### config.mk
export PLATFORM = sky130hd
export DESIGN_NAME = clamp_pulse_gen
export DESIGN_NICKNAME = d
export VERILOG_FILES = /design/src/rtl/clamp_pkg.sv /design/src/rtl/clamp_hd_edge.sv /design/src/rtl/clamp_timer.sv /design/src/rtl/clamp_fsm.sv /design/src/rtl/clamp_pulse_gen.sv
export SDC_FILE = /design/constraint.sdc
export NUM_CORES = 1
export LEC_CHECK = 0
export BUFFER_PORTS_ARGS = -buffer_cell sky130_fd_sc_hd__buf_4
export CELL_PAD_IN_SITES_DETAIL_PLACEMENT = 1
export CELL_PAD_IN_SITES_GLOBAL_PLACEMENT = 1
export CORE_MARGIN = 2
export CORE_UTILIZATION = 41
export DETAILED_ROUTE_END_ITERATION = 10
export PLACE_DENSITY_LB_ADDON = 0.08
export RECOVER_POWER = 25
export SYNTH_ARGS = -nofsm -noshare
export SYNTH_HDL_FRONTEND = slang
export SYNTH_SLANG_ARGS = --single-unit
### constraint.sdc
create_clock -name clk -period 1.4 [get_ports clk]
set_input_delay 0.21 -clock clk [delete_from_list [all_inputs] [get_ports clk]]
set_output_delay 0.21 -clock clk [all_outputs]
set_load 0.05 [all_outputs]
### src/rtl/clamp_pkg.sv
package clamp_pkg;

    typedef enum logic [1:0] {
        ST_IDLE  = 2'd0,
        ST_WAIT  = 2'd1,
        ST_DRIVE = 2'd2
    } clamp_state_e;

    function automatic int unsigned max2(input int unsigned a, input int unsigned b);
        return (a > b) ? a : b;
    endfunction

endpackage

### src/rtl/clamp_hd_edge.sv
module clamp_hd_edge #(
    parameter bit HD_ACTIVE_HIGH = 1'b1
) (
    input  logic clk,
    input  logic rst_n,
    input  logic hd,
    output logic trail
);

    logic hd_act;
    logic act_q;

    generate
        if (HD_ACTIVE_HIGH) begin : g_pos
            assign hd_act = hd;
        end else begin : g_neg
            assign hd_act = ~hd;
        end
    endgenerate

    always_ff @(posedge clk) begin
        if (!rst_n) begin
            act_q <= 1'b0;
        end else begin
            act_q <= hd_act;
        end
    end

    assign trail = act_q & ~hd_act;


    trail_once_chk: assert property (@(posedge clk) disable iff (!rst_n)
        trail |=> !trail);

endmodule

### src/rtl/clamp_timer.sv
module clamp_timer #(
    parameter int unsigned CW = 8
) (
    input  logic          clk,
    input  logic          rst_n,
    input  logic          load,
    input  logic [CW-1:0] load_val,
    output logic          zero
);

    logic [CW-1:0] cnt;

    always_ff @(posedge clk) begin
        if (!rst_n) begin
            cnt <= '0;
        end else if (load) begin
            cnt <= load_val;
        end else if (cnt != '0) begin
            cnt <= cnt - 1'b1;
        end
    end

    assign zero = (cnt == '0);


    load_chk: assert property (@(posedge clk) disable iff (!rst_n)
        load |=> (cnt == $past(load_val)));


    count_chk: assert property (@(posedge clk) disable iff (!rst_n)
        (!load && !zero) |=> (cnt == $past(cnt) - 1'b1));

endmodule

### src/rtl/clamp_fsm.sv
module clamp_fsm
    import clamp_pkg::*;
#(
    parameter int unsigned DLY_PH0   = 100,
    parameter int unsigned DLY_PH1   = 50,
    parameter int unsigned WID_SIG   = 80,
    parameter int unsigned WID_NOSIG = 90,
    parameter int unsigned CW        = 8
) (
    input  logic          clk,
    input  logic          rst_n,
    input  logic          trail,
    input  logic          phase_sel,
    input  logic          sig_present,
    input  logic          zero,
    output logic          load,
    output logic [CW-1:0] load_val,
    output logic          clamp
);

    localparam logic [CW-1:0] LD_PH0   = CW'(DLY_PH0 - 1);
    localparam logic [CW-1:0] LD_PH1   = CW'(DLY_PH1 - 1);
    localparam logic [CW-1:0] LD_SIG   = CW'(WID_SIG - 1);
    localparam logic [CW-1:0] LD_NOSIG = CW'(WID_NOSIG - 1);

    clamp_state_e state, state_nx;
    logic         nosig_q;

    always_ff @(posedge clk) begin
        if (!rst_n) begin
            state   <= ST_IDLE;
            nosig_q <= 1'b0;
        end else begin
            state <= state_nx;
            if (trail) begin
                nosig_q <= ~sig_present;
            end
        end
    end

    always_comb begin
        state_nx = state;
        unique case (state)
            ST_IDLE: begin
                if (trail) state_nx = ST_WAIT;
            end
            ST_WAIT: begin
                if (trail)     state_nx = ST_WAIT;
                else if (zero) state_nx = ST_DRIVE;
            end
            ST_DRIVE: begin
                if (trail)     state_nx = ST_WAIT;
                else if (zero) state_nx = ST_IDLE;
            end
            default: state_nx = ST_IDLE;
        endcase
    end

    always_comb begin
        load     = 1'b0;
        load_val = '0;
        clamp    = 1'b0;
        unique case (state)
            ST_IDLE: begin
                clamp = 1'b0;
            end
            ST_WAIT: begin
                clamp = 1'b0;
                if (!trail && zero) begin
                    load     = 1'b1;
                    load_val = nosig_q ? LD_NOSIG : LD_SIG;
                end
            end
            ST_DRIVE: begin
                clamp = 1'b1;
            end
            default: clamp = 1'b0;
        endcase
        if (trail) begin
            load     = 1'b1;
            load_val = phase_sel ? LD_PH1 : LD_PH0;
        end
    end


    restart_chk: assert property (@(posedge clk) disable iff (!rst_n)
        trail |=> (state == ST_WAIT));


    cut_chk: assert property (@(posedge clk) disable iff (!rst_n)
        (state == ST_DRIVE && trail) |=> !clamp);


    rise_chk: assert property (@(posedge clk) disable iff (!rst_n)
        (state == ST_WAIT && zero && !trail) |=> clamp);


    end_chk: assert property (@(posedge clk) disable iff (!rst_n)
        (state == ST_DRIVE && zero && !trail) |=> (state == ST_IDLE));

endmodule

### src/rtl/clamp_pulse_gen.sv
module clamp_pulse_gen
    import clamp_pkg::*;
#(
    parameter int unsigned DLY_PH0        = 100,
    parameter int unsigned DLY_PH1        = 50,
    parameter int unsigned WID_SIG        = 80,
    parameter int unsigned WID_NOSIG      = 90,
    parameter bit          HD_ACTIVE_HIGH = 1'b1
) (
    input  logic clk,
    input  logic rst_n,
    input  logic hd,
    input  logic sig_present,
    input  logic phase_sel,
    output logic clamp
);

    localparam int unsigned DMAX = max2(DLY_PH0, DLY_PH1);
    localparam int unsigned WMAX = max2(WID_SIG, WID_NOSIG);
    localparam int unsigned CMAX = max2(DMAX, WMAX);
    localparam int unsigned CW   = $clog2(CMAX + 1);

    logic          trail;
    logic          load;
    logic [CW-1:0] load_val;
    logic          zero;

    clamp_hd_edge #(
        .HD_ACTIVE_HIGH(HD_ACTIVE_HIGH)
    ) u_edge (
        .clk   (clk),
        .rst_n (rst_n),
        .hd    (hd),
        .trail (trail)
    );

    clamp_timer #(
        .CW(CW)
    ) u_timer (
        .clk      (clk),
        .rst_n    (rst_n),
        .load     (load),
        .load_val (load_val),
        .zero     (zero)
    );

    clamp_fsm #(
        .DLY_PH0   (DLY_PH0),
        .DLY_PH1   (DLY_PH1),
        .WID_SIG   (WID_SIG),
        .WID_NOSIG (WID_NOSIG),
        .CW        (CW)
    ) u_fsm (
        .clk         (clk),
        .rst_n       (rst_n),
        .trail       (trail),
        .phase_sel   (phase_sel),
        .sig_present (sig_present),
        .zero        (zero),
        .load        (load),
        .load_val    (load_val),
        .clamp       (clamp)
    );

    logic [CW:0] hi_len;

    always_ff @(posedge clk) begin
        if (!rst_n) begin
            hi_len <= '0;
        end else if (clamp) begin
            hi_len <= hi_len + 1'b1;
        end else begin
            hi_len <= '0;
        end
    end


    pulse_len_chk: assert property (@(posedge clk) disable iff (!rst_n)
        hi_len <= (CW+1)'(WMAX));

endmodule

==> impl_metrics.ini <==
[route]
routedWlPerCell_um = 14.5
postRouteAntennaNets = 0
dr.pass1.iters = 4
drt-initial-drc-count = 1
vias_per_cell = 5.62
drc = 0
drt-total-wl_mm = 1.38
num_vias = 534

[timing]
finalSetupViolCount = 0
max_freq_ghz = 0.746
period_minus_slack_ns = 1.34
hold_viol = 0
relSlewSlack_pct = 75.5
skew_ns = 0.00368
tightest_slew_ns = 0.368
finalMaxSlewViolations = 0
period_share_pct = 95.7
worst_slack_ns = 0.0602
rsz0062_at_grt = false
fin_setup_tns_ns = 0

[clocking]
clk_latency_ns = 0.26
cts-htree-levels = 1
cts_tree = yes
holdBufCountCts = 0
ctsRootBufferMaster = clkbuf_4
clockBufferDepth = 2
path_clk_slew_ns = 0.07
numCtsBuffers = 3
clock_sinks = 11

[placement]
dpl.hpwl_mm = 1.10
io_buffers = 5
post-place-ws_ns = 0.00366
gp_congestion = 0.769

[yosys]
synth.area.top_cells = dfxtp_1, nand2_1, a21oi_1
postSynthCellCount = 68
yosysTopAreaCell = dfxtp_1
syn_area_per_cell_sq_um = 8.94
synth_warnings = 0
postSynthNetCount = 75
seq_area_frac_synth_pct = 36.2
synth_top_area_share_pct = 36.2
synth_cell_type_count = 34
synth_seq_cells = 11
syn_area_sq_um = 608

[floorplanning]
die_w_um = 42.5
die_h_um = 42.5
initial_core_util_pct = 45.0
core_area_sq_um = 1350
rows = 13
fp.dieArea_sq_um = 1810
io_pins = 6

[setup_path]
worstPathCellList = inv_1 -> ha_2 -> nand2_1 -> mux2i_1 -> or3_1 -> o22ai_1
cp-end-kind = flop
required_ns = 1.59
startpoint_type = flop
cp.arrival_ns = 1.53
crit_slowest_cell = dfxtp_1
cpPeakStageDelay_ns = 0.37
worstPathMaxFanout = 5
crit_type = reg2reg
rr_worst_depth = 6

[global_route]
grt_pass1_wl_mm = 2.30
use_met1_pct = 21.5
grt_overflow = 0
grt_pass1_vias = 535
antenna_found_initial = 0
busiest_layer = met2
use_met3_pct = 2.59
track_usage_pct = 17.1
grt_use_met2_pct = 28.6
grt_max_degree = 9

[run]
max-cap-violations = 0

[hold_path]
whs_path_depth = 2
hp-class = in2reg

[outcome]
status = completed

[finish]
syn_to_final_growth_pct = 17.7
final_nets = 88
layout-drive-gt1-share_pct = 25.0
utilization_pct = 53.0
n_fill_cell = 177
diodes = 0

[pwr]
pwr_density_cell_nw_per_um2 = 2000
ir_worst_vdd_v = 0.000737
p_leak_nw = 0.316
## per-stage QoR
stage	area (sq um)	hold slack, ns	total power [mW]	cells
finish	716	0.146	1.43	95
global route	716	0.144	1.53	95
CTS	719	0.141	1.44	95
detailed placement	683	0.428	1.18	91
global placement	683	0.416	1.16	91
floorplan	608	0.304	1.02	68
## power breakdown
part	total, mW	internal [mW]	switching (mW)
Clock	0.214	0.110	0.104
Combinational	0.740	0.358	0.382
Sequential	0.475	0.399	0.0755
## placed cells by master (no fill, tap or decap), types with 2 or more instances in the layout
cell,count
a21oi_1,5
mux2i_1,2
and2b_1,2
buf_4,8
clkbuf_4,3
nand2_1,8
or3_1,2
ha_2,2
nor2_1,4
clkbuf_1,3
a211oi_1,2
o22ai_1,2
xnor2_1,2
inv_1,4
dfxtp_1,10
## worst paths after layout
kind / startpoint / endpoint / slack [ns]
worst max-delay path: u_timer.cnt[1] / u_timer.cnt[4] / 0.06
worst min register to register: u_fsm.state[1] / u_fsm.state[0] / 0.53
worst max register to register: u_timer.cnt[1] / u_timer.cnt[4] / 0.06
worst min-delay path: phase_sel / u_timer.cnt[6] / 0.15
## critical path, delay by kind of cell, from the launching register on
kind                     cells  cell delay, ns
adder cells (fa/ha/maj)      1            0.21
AO/OA/AOI/OAI                1            0.11
flip-flops                   1            0.37
AND/OR/NAND/NOR              2            0.43
buffers and inverters        1            0.08
multiplexers                 1            0.07
## metal layers
| layer | vias to the layer above | share of wire (%) |
|---|---|---|
| met5 | - | 0 |
| met4 | 0 | 0.87 |
| met3 | 2 | 2.3 |
| met2 | 8 | 50 |
| met1 | 261 | 46 |
| li1 | 263 | - |
## Yosys cell counts (all sizes together)
library cell	instances
dfxtp	11
nand2	9
a21oi	5
inv	4
nor2	4
or3	3
a211oi	2
and2b	2
buf	2
ha	2
mux2i	2
nand3	2
nor3	2
o21ai	2
o22ai	2
xnor2	2
a311oi	1
a31oi	1
and2	1
and3	1
nand2b	1
nand3b	1
nor2b	1
o211a	1
o211ai	1
o21bai	1
o311a	1
xor2	1
## final cells by class
| class | instances | area (sq um) | area share (%) |
|---|---|---|---|
| clock buffer | 4 | 26.3 | 3.67 |
| tap | 15 | 18.8 | 2.62 |
| timing repair buffer | 10 | 67.6 | 9.44 |
| inverter | 4 | 15.0 | 2.10 |
| sequential | 11 | 221 | 30.9 |
| multi-input combinational | 51 | 367 | 51.2 |
## logic make-up (layout without fill, tap and decap cells)
group / Yosys count / count (layout) / share of synthesized area, %
fa+ha+maj: 2 / 2 / 4.11
mux: 2 / 2 / 3.29
buf+inv: 6 / 18 / 5.56
flops: 11 / 11 / 36.2
xor+xnor: 3 / 3 / 4.32
simple gates: 27 / 27 / 27.0
compound gates: 17 / 17 / 19.5
## timing repair
action,in CTS,in global routing
gates cloned,0,0
gates resized for setup,2,2
setup buffers,0,0
setup endpoints to repair,2,5
## flip-flops by register name, summed over array words and instances, names as in the netlist
| register | flops |
|---|---|
| u_timer.cnt | 7 |
| u_edge.act_q | 1 |
| u_fsm.state | 2 |
| u_fsm.nosig_q | 1 |
No activity file was read; power rests on OpenSTA's default activity.
